## src/rtl/slotunp_pkg.sv

```systemverilog
package slotunp_pkg;

  // Position of bit bit_idx of slot slot_idx inside the packed word.
  function automatic int lane_pos(input int bit_idx, input int slot_idx, input int slots);
    return bit_idx * slots + slot_idx;
  endfunction

  typedef enum logic {
    ST_IDLE = 1'b0,
    ST_RUN  = 1'b1
  } seq_state_e;

endpackage

```

## src/rtl/slotunp_rst_sync.sv

```systemverilog
module slotunp_rst_sync (
  input  logic clk,
  input  logic rst_n,
  output logic rst_n_q
);

  logic meta_q;

  always_ff @(posedge clk or negedge rst_n) begin
    if (!rst_n) begin
      meta_q  <= 1'b0;
      rst_n_q <= 1'b0;
    end else begin
      meta_q  <= 1'b1;
      rst_n_q <= meta_q;
    end
  end

endmodule

```

## src/rtl/slotunp_tap.sv

```systemverilog
module slotunp_tap
  import slotunp_pkg::*;
#(
  parameter int                         SLOTS    = 4,
  parameter int                         OP_W     = 5,
  parameter logic [SLOTS*OP_W-1:0]      INV_MASK = 20'hAAAAA,
  parameter logic [OP_W-1:0]            LIT_OP   = 5'd9,
  localparam int                        WORD_W   = SLOTS * OP_W,
  localparam int                        CNT_W    = (SLOTS > 1) ? $clog2(SLOTS) : 1
) (
  input  logic [WORD_W-1:0] sreg_i,
  input  logic [CNT_W-1:0]  slot_i,
  output logic [OP_W-1:0]   op_o,
  output logic              is_lit_o,
  output logic [WORD_W-1:0] payload_o
);

  logic [OP_W-1:0]            raw_taps;
  logic [SLOTS-1:0][OP_W-1:0] slot_mask;

  // Fixed taps: the current slot always sits in lane 0 of the register.
  for (genvar gj = 0; gj < OP_W; gj++) begin : g_tap
    assign raw_taps[gj] = sreg_i[lane_pos(gj, 0, SLOTS)];
  end

  // Per-slot inversion pattern pulled out of the word-wide mask.
  for (genvar gk = 0; gk < SLOTS; gk++) begin : g_slot
    for (genvar gj = 0; gj < OP_W; gj++) begin : g_bit
      assign slot_mask[gk][gj] = INV_MASK[lane_pos(gj, gk, SLOTS)];
    end
  end

  always_comb begin
    op_o      = raw_taps ^ slot_mask[slot_i];
    is_lit_o  = (op_o == LIT_OP);
    payload_o = {1'b0, sreg_i[WORD_W-1:1]};
  end

endmodule

```

## src/rtl/slotunp_seq.sv

```systemverilog
module slotunp_seq
  import slotunp_pkg::*;
#(
  parameter int  SLOTS  = 4,
  parameter int  OP_W   = 5,
  localparam int WORD_W = SLOTS * OP_W,
  localparam int CNT_W  = (SLOTS > 1) ? $clog2(SLOTS) : 1
) (
  input  logic              clk,
  input  logic              rst_n,
  input  logic              load_i,
  input  logic [WORD_W-1:0] word_i,
  input  logic              step_i,
  input  logic              finish_i,
  output logic [WORD_W-1:0] sreg_o,
  output logic [CNT_W-1:0]  slot_o,
  output logic              busy_o
);

  seq_state_e        state_q, state_n;
  logic [CNT_W-1:0]  slot_q,  slot_n;
  logic [WORD_W-1:0] sreg_q,  sreg_n;
  logic              sreg_en;

  // Next-state logic: a load wins over the end of the previous word.
  always_comb begin
    state_n = state_q;
    slot_n  = slot_q;
    sreg_n  = sreg_q;
    sreg_en = 1'b0;
    if (step_i) begin
      if (finish_i) begin
        state_n = ST_IDLE;
      end else begin
        slot_n  = slot_q + CNT_W'(1);
        sreg_n  = sreg_q >> 1;
        sreg_en = 1'b1;
      end
    end
    if (load_i) begin
      state_n = ST_RUN;
      slot_n  = '0;
      sreg_n  = word_i;
      sreg_en = 1'b1;
    end
  end

  always_ff @(posedge clk or negedge rst_n) begin
    if (!rst_n) begin
      state_q <= ST_IDLE;
      slot_q  <= '0;
    end else begin
      state_q <= state_n;
      slot_q  <= slot_n;
    end
  end

  // Data register: no reset, written only through its enable.
  always_ff @(posedge clk) begin
    if (sreg_en) begin
      sreg_q <= sreg_n;
    end
  end

  assign sreg_o = sreg_q;
  assign slot_o = slot_q;
  assign busy_o = (state_q == ST_RUN);

endmodule

```

## src/rtl/ilv_slot_unpacker.sv

```systemverilog
module ilv_slot_unpacker #(
  parameter int                    SLOTS    = 4,
  parameter int                    OP_W     = 5,
  parameter logic [SLOTS*OP_W-1:0] INV_MASK = 20'hAAAAA,
  parameter logic [OP_W-1:0]       LIT_OP   = 5'd9,
  localparam int                   WORD_W   = SLOTS * OP_W,
  localparam int                   CNT_W    = (SLOTS > 1) ? $clog2(SLOTS) : 1
) (
  input  logic              clk,
  input  logic              rst_n,
  input  logic              word_valid,
  input  logic [WORD_W-1:0] word_data,
  output logic              word_ready,
  input  logic              hold,
  output logic              op_valid,
  output logic [OP_W-1:0]   op_code,
  output logic [CNT_W-1:0]  op_slot,
  output logic              lit_valid,
  output logic [WORD_W-1:0] lit_data
);

  localparam logic [CNT_W-1:0] LAST_SLOT = CNT_W'(SLOTS - 1);

  logic              rst_n_q;
  logic              busy;
  logic              step;
  logic              finish;
  logic              load;
  logic              is_lit;
  logic [WORD_W-1:0] sreg;
  logic [CNT_W-1:0]  slot;
  logic [OP_W-1:0]   op_dec;
  logic [WORD_W-1:0] payload;

  slotunp_rst_sync u_rst (
    .clk     (clk),
    .rst_n   (rst_n),
    .rst_n_q (rst_n_q)
  );

  slotunp_tap #(
    .SLOTS    (SLOTS),
    .OP_W     (OP_W),
    .INV_MASK (INV_MASK),
    .LIT_OP   (LIT_OP)
  ) u_tap (
    .sreg_i    (sreg),
    .slot_i    (slot),
    .op_o      (op_dec),
    .is_lit_o  (is_lit),
    .payload_o (payload)
  );

  slotunp_seq #(
    .SLOTS (SLOTS),
    .OP_W  (OP_W)
  ) u_seq (
    .clk      (clk),
    .rst_n    (rst_n_q),
    .load_i   (load),
    .word_i   (word_data),
    .step_i   (step),
    .finish_i (finish),
    .sreg_o   (sreg),
    .slot_o   (slot),
    .busy_o   (busy)
  );

  always_comb begin
    step       = busy & ~hold;
    finish     = is_lit | (slot == LAST_SLOT);
    word_ready = ~busy | (step & finish);
    load       = word_valid & word_ready;
    op_valid   = step;
    op_code    = op_dec;
    op_slot    = slot;
    lit_valid  = step & is_lit;
    lit_data   = payload;
  end

endmodule

```

## config.mk

```make
export PLATFORM = sky130hd
export DESIGN_NAME = ilv_slot_unpacker
export DESIGN_NICKNAME = d
export VERILOG_FILES = /design/src/rtl/slotunp_pkg.sv /design/src/rtl/slotunp_rst_sync.sv /design/src/rtl/slotunp_tap.sv /design/src/rtl/slotunp_seq.sv /design/src/rtl/ilv_slot_unpacker.sv
export SDC_FILE = /design/constraint.sdc
export NUM_CORES = 1
export LEC_CHECK = 0
export BUFFER_PORTS_ARGS = -buffer_cell sky130_fd_sc_hd__buf_2
export CAP_MARGIN = 20
export CORE_MARGIN = 2
export CORE_UTILIZATION = 52
export DETAILED_ROUTE_END_ITERATION = 7
export PLACE_DENSITY = 0.84
export SLEW_MARGIN = 40
export SYNTH_ARGS = -nofsm -noshare
export SYNTH_HDL_FRONTEND = slang
export SYNTH_SLANG_ARGS = --single-unit
```

## constraint.sdc

```tcl
create_clock -name clk -period 3.45 [get_ports clk]
set_input_delay 0.8625 -clock clk [delete_from_list [all_inputs] [get_ports clk]]
set_output_delay 0.8625 -clock clk [all_outputs]
set_load 0.01 [all_outputs]
```

======== After elaboration in Yosys (flattened, before gate mapping) ========
Index checks and enable logic that the tools add are counted.
operators by class
  muxes and demuxes ....................... 14
  bitwise operators ....................... 9
  add/subtract/negate cells ............... 1
  reductions and logical operators ........ 5
  $lt $le $gt $ge ......................... 1
  shift operators ......................... 0
  $mul .................................... 0
  equality and inequality tests ........... 3
  div/mod/pow operators ................... 0
operators with widths
  kind                 count
  $mux 20              3
  $bmux 5 s2           1
  $mux 1               6
  $mux 2               3
  $eq 5x4->1 const B   1
  $mux 5               1
  $xor 5x5->5          1
  $and 1x1->1          4
  $reduce_and 2->1     2
  $reduce_bool 2->1    2
  $lt 2x3->1 const B   1
  $reduce_and 3->1     1
  $add 2x1->2 const B  1
  $eq 2x2->1 const B   1
  $ne 2x1->1 const B   1
  $not 1->1            2
  $or 1x1->1           2
word-level totals
  latch bits .............................. 0
  bits in registers ....................... 25
  input bits .............................. 24
  output and inout port bits .............. 30
  logic and storage cells ................. 38
  bits in writable memories ............... 0
  memory bits (read-only) ................. 0
  memories ................................ 0

======== Logic depth before layout (Yosys ltp) ========
  word-level depth ........................ 10
  gate-level depth with buffers ........... 6

======== Cells and area by module ========
Synthesis repeated with hierarchy kept, for this count alone.
unflattened totals
  cells, all modules ...................... 98
  area total of the unflattened synthesis .. 1,415.1 um^2
by module, submodules not included
  module             cells each  area an instance (um^2)  instances
  slotunp_seq        55          1,051.0                  1
  slotunp_tap        32          240.2                    1
  ilv_slot_unpacker  8           70.1                     1
  slotunp_rst_sync   3           53.8                     1

======== Worst setup path after synthesis ========
No wires, ideal clock.
  path type ............................... reg-to-reg
  start point ............................. register u_seq.slot_q[0] (netlist: u_seq.slot_o[0])
  end point ............................... register u_seq.sreg_q[0] (netlist: u_seq.sreg_o[0]) (enable)
  setup time .............................. 0.399 ns
  clock period less this slack ............ 2.480 ns
  data arrival time ....................... 2.081 ns
  stages on the path, launching flop included .. 5
  buffers on the path ..................... 1
  slack ................................... 0.970 ns
  path through ............................ dfrtp_1 buf_6 and4b_4 a221o_1 o21ai_1
between the ends
  word-level cells in the longest chain between the ends .. 10
RTL lines
  what                                                       line                     text
  from (decl)                                                slotunp_seq.sv:21        logic [CNT_W-1:0] slot_q, slot_n;
  from (signal assigned)                                     slotunp_seq.sv:54        slot_q <= slot_n;
  $bmux 5 s2                                                 slotunp_tap.sv:34        op_o = raw_taps ^ slot_mask[slot_i];
  $mux 5 (not written as such)                               slotunp_tap.sv:34
  $xor 5x5->5                                                slotunp_tap.sv:34
  $eq 5x4->1                                                 slotunp_tap.sv:35        is_lit_o = (op_o == LIT_OP);
  $or 1x1->1 *                                               ilv_slot_unpacker.sv:71  finish = is_lit | (slot == LAST_SLOT);
  $and 1x1->1                                                ilv_slot_unpacker.sv:72  word_ready = ~busy | (step & finish);
  $or 1x1->1                                                 ilv_slot_unpacker.sv:72
  $and 1x1->1                                                ilv_slot_unpacker.sv:73  load = word_valid & word_ready;
  $ne 2x1->1 (no source line), or another cell as far along  --
  $reduce_and 3->1 (no source line) *                        --
  to (signal assigned)                                       slotunp_seq.sv:61        sreg_q <= sreg_n;
  to (decl)                                                  slotunp_seq.sv:22        logic [WORD_W-1:0] sreg_q, sreg_n;
Mark *: on every way between the ends. The rest lies on a longest branch, timed or not. The select of a mux whose other input is x is not followed.
A chain may end at the register's enable or synchronous reset.

======== Final worst setup path ========
  start point ............................. register u_seq.slot_q[0] (netlist: u_seq.slot_o[0])
  end point ............................... output word_ready
between the ends
  word-level cells in the longest chain between the ends .. 7
RTL lines
  what                          line                     text
  $bmux 5 s2                    slotunp_tap.sv:34
  $mux 5 (not written as such)  slotunp_tap.sv:34
  $xor 5x5->5                   slotunp_tap.sv:34
  $eq 5x4->1                    slotunp_tap.sv:35
  $or 1x1->1 *                  ilv_slot_unpacker.sv:71
  $and 1x1->1 *                 ilv_slot_unpacker.sv:72
  $or 1x1->1 *                  ilv_slot_unpacker.sv:72
  to (decl)                     ilv_slot_unpacker.sv:13  output logic word_ready,
Marks and branches as above.

==> flow_metrics.py <==
metrics = {
    "pwr": {
        "ir_drop_v": 0.000562,
        "leakage_uw": 0.000768,
        "intPower_uw": 892,
        "switching_power_uw": 515,
        "seqPwrFrac": 0.440,
        "p_clk_frac": 0.093,
        "power_frac_comb": 0.467,
        "swShare": 0.366,
        "powerDensity_mw_per_mm2": 885,
        "fin_total_pwr_uw": 1410,
    },
    "sta": {
        "fin_skew_ns": 0.00956,
        "tns_ns": 0,
        "hold_violations": 0,
        "rsz0062_at_grt": "no",
        "maxSlewViolCount": 0,
        "fin_crit_ns": 2.71,
        "fin_crit_sh": 0.785,
        "max_freq_mhz": 369,
        "worst_pin_slew_ns": 0.616,
        "finalSetupViolations": 0,
        "slew_headroom": 0.588,
    },
    "clock_tree": {
        "ctsRootBufferMaster": "clkbuf_4",
        "post_cts.repair.setup_buffers": 0,
        "hold_buffers": 0,
        "clk_pin_slew_ns": 0.13,
        "clockBufferDepth": 2,
        "cts_tree": "built",
        "cts.htree.levels": 1,
        "cts_buffers": 3,
        "cts_sinks": 25,
        "clk_latency_ns": 0.32,
        "cts_resized": 0,
    },
    "synthesis": {
        "synth_warnings": 0,
        "postSynthCellCount": 99,
        "ys_types": 27,
        "synth_area_sq_mm": 0.00144,
        "avgSynthCellArea_sq_um": 14.5,
        "synth_top_area_frac": 0.417,
        "yosys-top-cells-area": "edfxtp_1 42%, mux2_4 18%, buf_4 10%",
        "synthArstFlopShare": 0.200,
        "synthTopCellsByCount": "20 x buf_4, 20 x edfxtp_1, 17 x mux2_4",
        "ys_seq_area_frac": 0.504,
        "synth_seq_cells": 25,
        "synth_edf_count": 20,
        "syn_nets": 124,
        "yosysTopAreaCell": "edfxtp_1",
        "synth_ff_type": "edfxtp_1",
    },
    "die": {
        "core_area_sq_mm": 0.00269,
        "die_height_um": 56.6,
        "start_util": 0.536,
        "fp-row-count": 19,
        "die_w_um": 56.6,
        "ios": 54,
        "die_area_sq_mm": 0.00321,
    },
    "critical_path": {
        "arrival_ns": 1.85,
        "path_class": "register to output port",
        "crit_path_start_kind": "register",
        "reg2reg_depth": 5,
        "r2r-start": "u_seq.slot_o[0]$_DFFE_PN0P_",
        "crit_fanout": 11,
        "critPathRequiredTime_ns": 2.59,
        "endpoint_kind": "output port",
        "r2r_slack_ns": 1.17,
        "r2r_end": "u_seq.sreg_o[14]$_DFFE_PP_",
    },
    "global_routing": {
        "grt_remaining_overflow": 0,
        "grt_pass1_vias": 809,
        "grt_pass1_wl_um": 3570,
        "grt_usage": 0.147,
        "grt_max_degree": 23,
        "antenna_found_initial": 0,
    },
    "run_status": {
        "status": "complete, no violations",
    },
    "route": {
        "routedWlPerCell_um": 14.2,
        "viasPerCell": 5.04,
        "drc": 0,
        "vias": 822,
        "dr.pass1.iters": 4,
        "routed_wl_um": 2310,
        "route.antenna.remaining_nets": 0,
        "drt-initial-drc-count": 21,
    },
    "job": {
        "cap_violations": 0,
    },
    "cells_and_area": {
        "multiInputGateArea_sq_um": 534,
        "ff_latch_area_sq_um": 726,
        "layout.cells.non_filler": 163,
        "drive_gt1_frac": 0.591,
        "fin_nets": 158,
        "n_fill_cell": 219,
        "syn2layout_area_growth_pct": 10.4,
        "antennaDiodeCount": 0,
        "stdcell_area_sq_mm": 0.00159,
    },
    "placement": {
        "gp_congestion": 0.703,
        "hpwl_um": 1770,
        "port_buffers": 52,
        "placed_cell_area_sq_mm": 0.00156,
        "dp_cells": 159,
    },
    "hold_path": {
        "hold_path_class": "register to async pin",
    },
}
[cell families (layout without fill, tap and decap cells)]
logic type	count (synthesis)	in the layout	synth area share
mux	19	19	0.193
compound gates	11	11	0.0556
xor+xnor	5	5	0.0304
other cells	2	2	0.00521
simple gates	12	12	0.0704
fa+ha+maj	1	1	0.00869
flops	25	25	0.504
buf+inv	24	57	0.133
[flip-flops by register name, summed over array words and instances, names as in the netlist]
name / count
u_rst.meta_q: 1
u_rst.rst_n_q: 1
u_seq.busy_o: 1
u_seq.slot_o: 2
u_seq.sreg_o: 20
[per-stage QoR]
| stage | setup slack (ns) | utilization | hold WS [ns] |
|---|---|---|---|
| 3_3_place_gp | 1.10 | 0.579 | 0.0401 |
| 6_report | 0.741 | 0.592 | 0.0503 |
| 3_5_place_dp | 1.09 | 0.582 | 0.0453 |
| 5_1_grt | 0.649 | 0.592 | 0.0678 |
| 4_1_cts | 0.715 | 0.592 | 0.0575 |
| 2_1_floorplan | 0.970 | - | 0.0265 |
[worst max path at each step]
stage / from / end / slack, ns / cells past startpoint
after global placement: hold / u_seq.sreg_o[15]$_DFFE_PP_ / 1.10 / 3
after CTS: u_seq.slot_o[0]$_DFFE_PN0P_ / word_ready / 0.72 / 4
after floorplan: u_seq.slot_o[0]$_DFFE_PN0P_ / u_seq.sreg_o[0]$_DFFE_PP_ / 0.97 / 4
after detailed placement: hold / lit_valid / 1.09 / 4
after global routing: u_seq.slot_o[0]$_DFFE_PN0P_ / word_ready / 0.65 / 4
final: u_seq.slot_o[0]$_DFFE_PN0P_ / word_ready / 0.74 / 4
[cell usage in the layout (no fill, tap or decap)]
cell,synthesis,layout
a21boi_1,3,3
a221o_1,1,1
a221o_2,1,1
a221oi_1,1,1
a22oi_1,1,1
and3_1,1,1
and4b_4,1,1
buf_2,0,52
clkbuf_4,0,3
clkinv_2,0,1
conb_1,2,2
dfrtp_1,5,5
edfxtp_1,20,20
ha_1,1,1
inv_1,1,1
mux2_1,2,2
mux2_4,17,17
nand2_4,1,1
nand2b_1,3,3
nand3_1,1,1
nor2_1,1,1
nor2b_1,2,2
nor4b_4,1,1
o21ai_0,1,1
o21ai_1,3,2
o21ai_4,0,1
or3_1,1,1
xor2_1,5,5
[routing by layer]
| layer | GRT usage | vias up | wire [um] |
|---|---|---|---|
| met1 | 0.196 | 375 | 988 |
| met4 | 0.0714 | 0 | 45 |
| li1 | - | 400 | - |
| met5 | 0 | - | 0 |
| met3 | 0.0346 | 6 | 186 |
| met2 | 0.226 | 41 | 1090 |
[critical path, stage by stage (launching register included)]
cell,delay (ns)
dfrtp_1,0.57
and4b_4,0.32
a221oi_1,0.35
o21ai_1,0.14
buf_2,0.16
[power by group through the flow]
stage	Sequential [uW]	Clock [uW]	Combinational (uW)
finish	619	131	657
global route	641	148	709
detailed placement	626	0	662
global placement	620	0	638
CTS	622	134	665
floorplan	590	0	592
[final cells by class]
cell class,count,area share
clock buffers,3,0.0142
clock inverters,1,0.00315
inverters,1,0.00236
multi-input cells,50,0.336
flip-flops and latches,25,0.456
well taps,31,0.0244
repair buffers,52,0.164
Note: power is estimated with default switching activity, not from simulation.
